[config.mk]
export PLATFORM = sky130hd
export DESIGN_NAME = dual_strobe_shift_reg
export DESIGN_NICKNAME = d
export VERILOG_FILES = /design/src/rtl/shreg_pkg.sv /design/src/rtl/strobe_fall_detect.sv /design/src/rtl/shreg_core.sv /design/src/rtl/dual_strobe_shift_reg.sv
export SDC_FILE = /design/constraint.sdc
export NUM_CORES = 1
export LEC_CHECK = 0
export ABC_AREA = 0
export BUFFER_PORTS_ARGS = -buffer_cell sky130_fd_sc_hd__clkbuf_2
export CAP_MARGIN = 40
export CORE_MARGIN = 3
export CORE_UTILIZATION = 25
export DETAILED_ROUTE_END_ITERATION = 7
export PLACE_DENSITY = 0.52
export SETUP_SLACK_MARGIN = 0.4
export SYNTH_ARGS = -nofsm -noshare
export SYNTH_HDL_FRONTEND = slang
export SYNTH_HIERARCHICAL = 1
export SYNTH_SLANG_ARGS = --single-unit
[constraint.sdc]
create_clock -name clk -period 1.5 [get_ports clk]
set_input_delay 0.3 -clock clk [delete_from_list [all_inputs] [get_ports clk]]
set_output_delay 0.3 -clock clk [all_outputs]
set_load 0.01 [all_outputs]
[src/rtl/shreg_pkg.sv]
package shreg_pkg;

   typedef enum logic [1:0] {
      OP_HOLD  = 2'd0,
      OP_SHIFT = 2'd1,
      OP_LOAD  = 2'd2
   } shreg_op_e;

endpackage

[src/rtl/strobe_fall_detect.sv]
module strobe_fall_detect #(
   parameter int STAGES = 2
) (
   input  logic clk,
   input  logic rst,
   input  logic strobe_i,
   output logic fall_o
);

   localparam int LAST = STAGES - 1;

   if (STAGES < 2) begin : g_bad_stages
      $error("strobe_fall_detect: STAGES must be at least 2");
   end

   logic [STAGES-1:0] sync_q;
   logic              hist_q;

   always_ff @(posedge clk) begin
      if (rst) begin
         sync_q <= '0;
         hist_q <= 1'b0;
      end else begin
         sync_q <= {sync_q[STAGES-2:0], strobe_i};
         hist_q <= sync_q[LAST];
      end
   end

   assign fall_o = hist_q & ~sync_q[LAST];

   AST_FALL_SINGLE_PULSE: assert property (@(posedge clk) disable iff (rst)
      fall_o |=> !fall_o);

endmodule

[src/rtl/shreg_core.sv]
module shreg_core
   import shreg_pkg::*;
#(
   parameter int WIDTH = 4
) (
   input  logic             clk,
   input  logic             rst,
   input  shreg_op_e        op_i,
   input  logic             ser_i,
   input  logic [WIDTH-1:0] par_i,
   output logic [WIDTH-1:0] q_o
);

   localparam int TOP = WIDTH - 1;

   if (WIDTH < 2) begin : g_bad_width
      $error("shreg_core: WIDTH must be at least 2");
   end

   logic [WIDTH-1:0] shift_src;
   logic [WIDTH-1:0] nxt;

   for (genvar i = 0; i < WIDTH; i++) begin : g_stage
      if (i == 0) begin : g_entry
         assign shift_src[i] = ser_i;
      end else begin : g_chain
         assign shift_src[i] = q_o[i-1];
      end

      always_comb begin
         unique case (op_i)
            OP_SHIFT: nxt[i] = shift_src[i];
            OP_LOAD:  nxt[i] = par_i[i];
            default:  nxt[i] = q_o[i];
         endcase
      end
   end

   always_ff @(posedge clk) begin
      if (rst) q_o <= '0;
      else     q_o <= nxt;
   end

   AST_RESET_CLEARS: assert property (@(posedge clk)
      rst |=> (q_o == '0));

   AST_LOAD_TAKES_PAR: assert property (@(posedge clk) disable iff (rst)
      (op_i == OP_LOAD) |=> (q_o == $past(par_i)));

   AST_SHIFT_MOVES_UP: assert property (@(posedge clk) disable iff (rst)
      (op_i == OP_SHIFT) |=> (q_o[0] == $past(ser_i)) && (q_o[TOP:1] == $past(q_o[TOP-1:0])));

   AST_HOLD_STABLE: assert property (@(posedge clk) disable iff (rst)
      (op_i == OP_HOLD) |=> $stable(q_o));

endmodule

[src/rtl/dual_strobe_shift_reg.sv]
module dual_strobe_shift_reg
   import shreg_pkg::*;
#(
   parameter int WIDTH       = 4,
   parameter int SYNC_STAGES = 2
) (
   input  logic             clk,
   input  logic             rst,
   input  logic             strobe_sh_i,
   input  logic             strobe_ld_i,
   input  logic             mode_load_i,
   input  logic             ser_i,
   input  logic [WIDTH-1:0] par_i,
   output logic [WIDTH-1:0] q_o
);

   logic      fall_sh;
   logic      fall_ld;
   shreg_op_e op;

   strobe_fall_detect #(.STAGES(SYNC_STAGES)) u_det_sh (
      .clk      (clk),
      .rst      (rst),
      .strobe_i (strobe_sh_i),
      .fall_o   (fall_sh)
   );

   strobe_fall_detect #(.STAGES(SYNC_STAGES)) u_det_ld (
      .clk      (clk),
      .rst      (rst),
      .strobe_i (strobe_ld_i),
      .fall_o   (fall_ld)
   );

   always_comb begin
      op = OP_HOLD;
      if (mode_load_i && fall_ld)       op = OP_LOAD;
      else if (!mode_load_i && fall_sh) op = OP_SHIFT;
   end

   shreg_core #(.WIDTH(WIDTH)) u_core (
      .clk   (clk),
      .rst   (rst),
      .op_i  (op),
      .ser_i (ser_i),
      .par_i (par_i),
      .q_o   (q_o)
   );

   AST_WRONG_STROBE_HOLDS: assert property (@(posedge clk) disable iff (rst)
      ((fall_sh && mode_load_i && !fall_ld) || (fall_ld && !mode_load_i && !fall_sh)) |=> $stable(q_o));

endmodule

# After elaboration in Yosys (flattened, before gate mapping)
# Cells that the tools add are included.
# Widths: inputs -> output; s select.
[totals] input_bits=10 regBits=10 wordCells=21 out_inout_bits=4
[classes] mux=6 bitwise_logic=4 n_reduce_logical=4 eq_ne=2
[ops] cell="$pmux 1 s2" n=4
[ops] cell="$and 1x1->1" n=2
[ops] cell="$eq 2x1->1 const B" n=1
[ops] cell="$eq 2x2->1 const B" n=1
[ops] cell="$logic_and 1x1->1" n=2
[ops] cell="$mux 2" n=1
[ops] cell="$not 1->1" n=2
[ops] cell="$reduce_bool 2->1" n=1
[ops] cell="$logic_not 1->1" n=1
[ops] cell="$mux 1" n=1

# Depth between registers and ports, before layout
[logic_depth] depth_word=7 mapped_depth=7

# Cells and area by module
# Netlist, hierarchy kept.
[by_module_without_submodules] module="shreg_core" cells_each=20 n_inst=1 seq_area_each_um2=80.1 area_per_inst_um2=200.2
[by_module_without_submodules] module="strobe_fall_detect" cells_each=7 n_inst=2 seq_area_each_um2=60.1 area_per_inst_um2=87.6
[by_module_without_submodules] module="dual_strobe_shift_reg" cells_each=2 n_inst=1 seq_area_each_um2=0.0 area_per_inst_um2=16.3

# Worst setup path after synthesis
# No wires, ideal clock.
[synth_timing] path_kind="register -> register" startpoint="register u_det_sh.sync_q[1]" endpoint="register u_core.q_o[0]" stages_incl_launch_ff=8 setup_slack_ns=0.137 path_buffers=1 period_less_slack_ns=1.363 t_required_ns=1.377 arrival_ns=1.240 setup_ns=0.123 cell_sequence="dfxtp_1 > and2b_2 > and2b_2 > inv_1 > ha_1 > clkbuf_2 > mux2i_1 > a211oi_1"
[synth_between] elab_chain_cells=7
[synth_lines] item="start: declaration" line_no="strobe_fall_detect.sv:16" rtl="logic [STAGES-1:0] sync_q;"
[synth_lines] item="start signal: assignment" line_no="strobe_fall_detect.sv:24" rtl="sync_q <= {sync_q[STAGES-2:0], strobe_i};"
[synth_lines] item="$not 1->1 (*)" line_no="strobe_fall_detect.sv:29" rtl="assign fall_o = hist_q & ~sync_q[LAST];"
[synth_lines] item="$and 1x1->1 (*)" line_no="strobe_fall_detect.sv:29"
[synth_lines] item="net fall_sh" line_no="dual_strobe_shift_reg.sv:17" rtl="logic fall_sh;"
[synth_lines] item="$logic_and 1x1->1 (*)" line_no="dual_strobe_shift_reg.sv:38" rtl="else if (!mode_load_i && fall_sh) op = OP_SHIFT;"
[synth_lines] item="$mux 1 (*)" line_no="dual_strobe_shift_reg.sv:38"
[synth_lines] item="$mux 2 (*)" line_no="dual_strobe_shift_reg.sv:37" rtl="if (mode_load_i && fall_ld) op = OP_LOAD;"
[synth_lines] item="net op[0]" line_no="dual_strobe_shift_reg.sv:19" rtl="shreg_op_e op;"
[synth_lines] item="$eq 2x2->1 or $eq 2x1->1 (tied branches)" line_no="shreg_core.sv:31" rtl="unique case (op_i)"
[synth_lines] item="$pmux 1 s2 or $reduce_bool 2->1 (tied branches)"
[synth_lines] item="end signal: assignment" line_no="shreg_core.sv:41" rtl="else q_o <= nxt;"
[synth_lines] item="end: declaration" line_no="shreg_core.sv:11" rtl="output logic [WIDTH-1:0] q_o"
# Mark *: on every way through the listed nets, which the timed path passes. The rest lies on a longest branch.
# A chain may end at the register's enable or synchronous reset.

# Final worst setup path
[layout_timing] startpoint="register u_det_sh.sync_q[1]" endpoint="register u_core.q_o[3]"
# Same word-level chain as after synthesis.

==> out/metrics.cfg <==
[global_route]
first_pass_grt_wire_length_um = 1014
grt_use_total_pct = 7.455
grt_antenna_before_repair = 0
first_global_vias = 236
grt_start_max_net_pins = 11
grt.overflow.total = 0

[routing]
drt-wirelength-per-cell_um = 10.94
total_wire_length_um = 733
m1_wl_um = 341
wl_met3_um = 47
highest_layer = met3
num_vias = 284
via_cell_ratio = 4.239
drcViolationCount = 0
drt-pass1-iter-count = 2
iteration_0_drc_markers = 1
wl_met2_um = 343
antenna_left = 0

[final_layout]
layout_commonest_cell = clkbuf_2
finalNetCount = 64
antennaDiodeCount = 0
final_core_utilization_pct = 40.18
mostFrequentLayoutCells = clkbuf_2 (13), nor2b_1 (10), dfxtp_1 (9)
layout.filler_cells = 135
multiInputGateArea_um2 = 226.5
final_design_area_no_fill_um2 = 555.5
area_growth_syn_to_layout_pct = 41.85
fin_cells = 67
drive_gt1_share_pct = 59.62
regArea_um2 = 201.4

[synth]
synthesis.yosys.warnings = 6
netlist_area_before_placement_um2 = 391.6
syn_nets = 47
ys_ff_latch = 10
post_synth_num_cell_types = 9
synthesis.instances = 36
synth_sequential_area_ratio_pct = 51.12
syn_area_per_cell_um2 = 10.88

[floorplan]
placement_rows = 13
count_of_pins_on_the_block_boundary = 14
placeableCoreArea_um2 = 1383
floorplan.initialDensity_pct = 28.33
fp.dieH_um = 45.58
chipWidth_um = 45.58
die-area_um2 = 2078

[flow_run]
max-cap-violations = 0

[clock_tree]
cts_sinks = 10
cts.repair_timing.setup_buffer_count = 0
clkSlewWorstSetupHoldPaths_ns = 0.07
tritoncts.num_buffers = 3
ctsHtreeMaxLevel = 1
tritoncts_clock_tree = done
clk-insertion-delay-late_ns = 0.26
cts_max_path_buffers = 2
clockRootBuffer = clkbuf_4

[timing]
final.setup.tns_ns = 0
max-slew-margin-rel_pct = 84.02
final.min_clock_period_ns = 1.392
finClkSkew_ns = 0.006580
number_of_failing_setup_endpoints_in_the_final_timing_report = 0
final-max-slew-violation-count = 0
final_worst_slack_ns = 0.1075
final-hold-violation-count = 0
worst-slew-pin-transition_ns = 0.2397
period_share_pct = 92.83
rsz0062_at_grt = true
fmax_mhz = 718.1
whs_ns = 0.2441

[worst_setup_path]
timing.critical_path.fanout_max = 4
path_class = reg -> reg
cp_data_arrival_time_ns = 1.54
critical_path_required_time_ns = 1.64
end_kind = register
startpoint_class_of_the_critical_path = register

[pwr]
power_consumption_mw = 0.5737
power_density_nw_per_um2 = 1033
power.static_leakage_nw = 0.2319
worst_ir_drop_vdd_mv = 0.6497

[place]
gp_congestion = 0.7815
cells_after_dpl = 63
dp_worst_setup_slack_ns = 0.1460
portBuffers = 13
detailed_place.area_um2 = 483.0

[status]
run_status = complete, no violations

[hold_path]
holdCritPathClass = in -> reg

==> registers in the layout (all words and copies together) (netlist names) <==
name / cells
u_det_sh/hist_q: 1
u_det_ld/sync_q: 2
u_det_ld/hist_q: 1
u_det_sh/sync_q: 2
u_core/q_o: 4
==> cells in the mapped netlist (all sizes together) <==
master | instances | area, µm²
dfxtp | 10 | 200.2
and2 | 1 | 7.510
ha | 1 | 12.51
clkbuf | 1 | 5.000
and2b | 3 | 26.28
inv | 2 | 7.510
a211oi | 4 | 30.03
mux2i | 4 | 40.04
nor2b | 10 | 62.56
==> critical path, cell delays in order (launching register included) <==
cell	delay, ns
dfxtp_2	0.32
and2b_2	0.20
and2b_2	0.19
inv_2	0.06
ha_4	0.18
mux2i_2	0.24
a211oi_2	0.09
==> metal layers <==
| metal | track usage, % | vias up |
|---|---|---|
| met2 | 8.914 | 8 |
| met1 | 9.375 | 125 |
| li1 | - | 151 |
| met3 | 5.929 | 0 |
| met5 | 0 | - |
| met4 | 3.509 | 0 |
==> what timing repair did <==
item / 4_1_cts / 5_1_grt
pin swaps: 4 / 3
hold buffers: 0 / 0
setup endpoints to repair: 4 / 5
gates resized for setup: 3 / 6
==> final cells by class <==
| class | count | area share (%) |
|---|---|---|
| Clock buffer | 4 | 6.532 |
| Sequential cell | 10 | 36.26 |
| Timing Repair Buffer | 13 | 11.71 |
| Inverter | 2 | 1.351 |
| Multi-Input combinational cell | 23 | 40.77 |
| Tap cell | 15 | 3.378 |
==> report_power, final <==
group / switching [mW] / total, mW / internal [mW] / leakage, nW
Combinational: 0.0244 / 0.0532 / 0.0288 / 0.129
Clock: 0.0928 / 0.240 / 0.147 / 0.0210
Sequential: 0.00441 / 0.280 / 0.276 / 0.0822
Total: 0.122 / 0.574 / 0.452 / 0.232
==> kinds of logic after synthesis <==
logic type | count (synthesis) | share of synthesized area [%]
AO/OA/AOI/OAI | 4 | 7.668
adder cells (fa/ha/maj) | 1 | 3.194
flip-flops | 10 | 51.12
AND/OR/NAND/NOR | 14 | 24.60
multiplexers | 4 | 10.22
buffers and inverters | 3 | 3.194
==> worst paths after layout <==
kind	startpoint	endpoint	slack [ns]	cells after the start
min	strobe_sh_i	u_det_sh/sync_q[0]	0.24	2
max reg2reg	u_det_sh/sync_q[1]	u_core/q_o[3]	0.11	6
min reg2reg	u_det_sh/sync_q[0]	u_det_sh/sync_q[1]	0.43	1
max	u_det_sh/sync_q[1]	u_core/q_o[3]	0.11	6
Note: power is estimated with default switching activity, not from simulation.
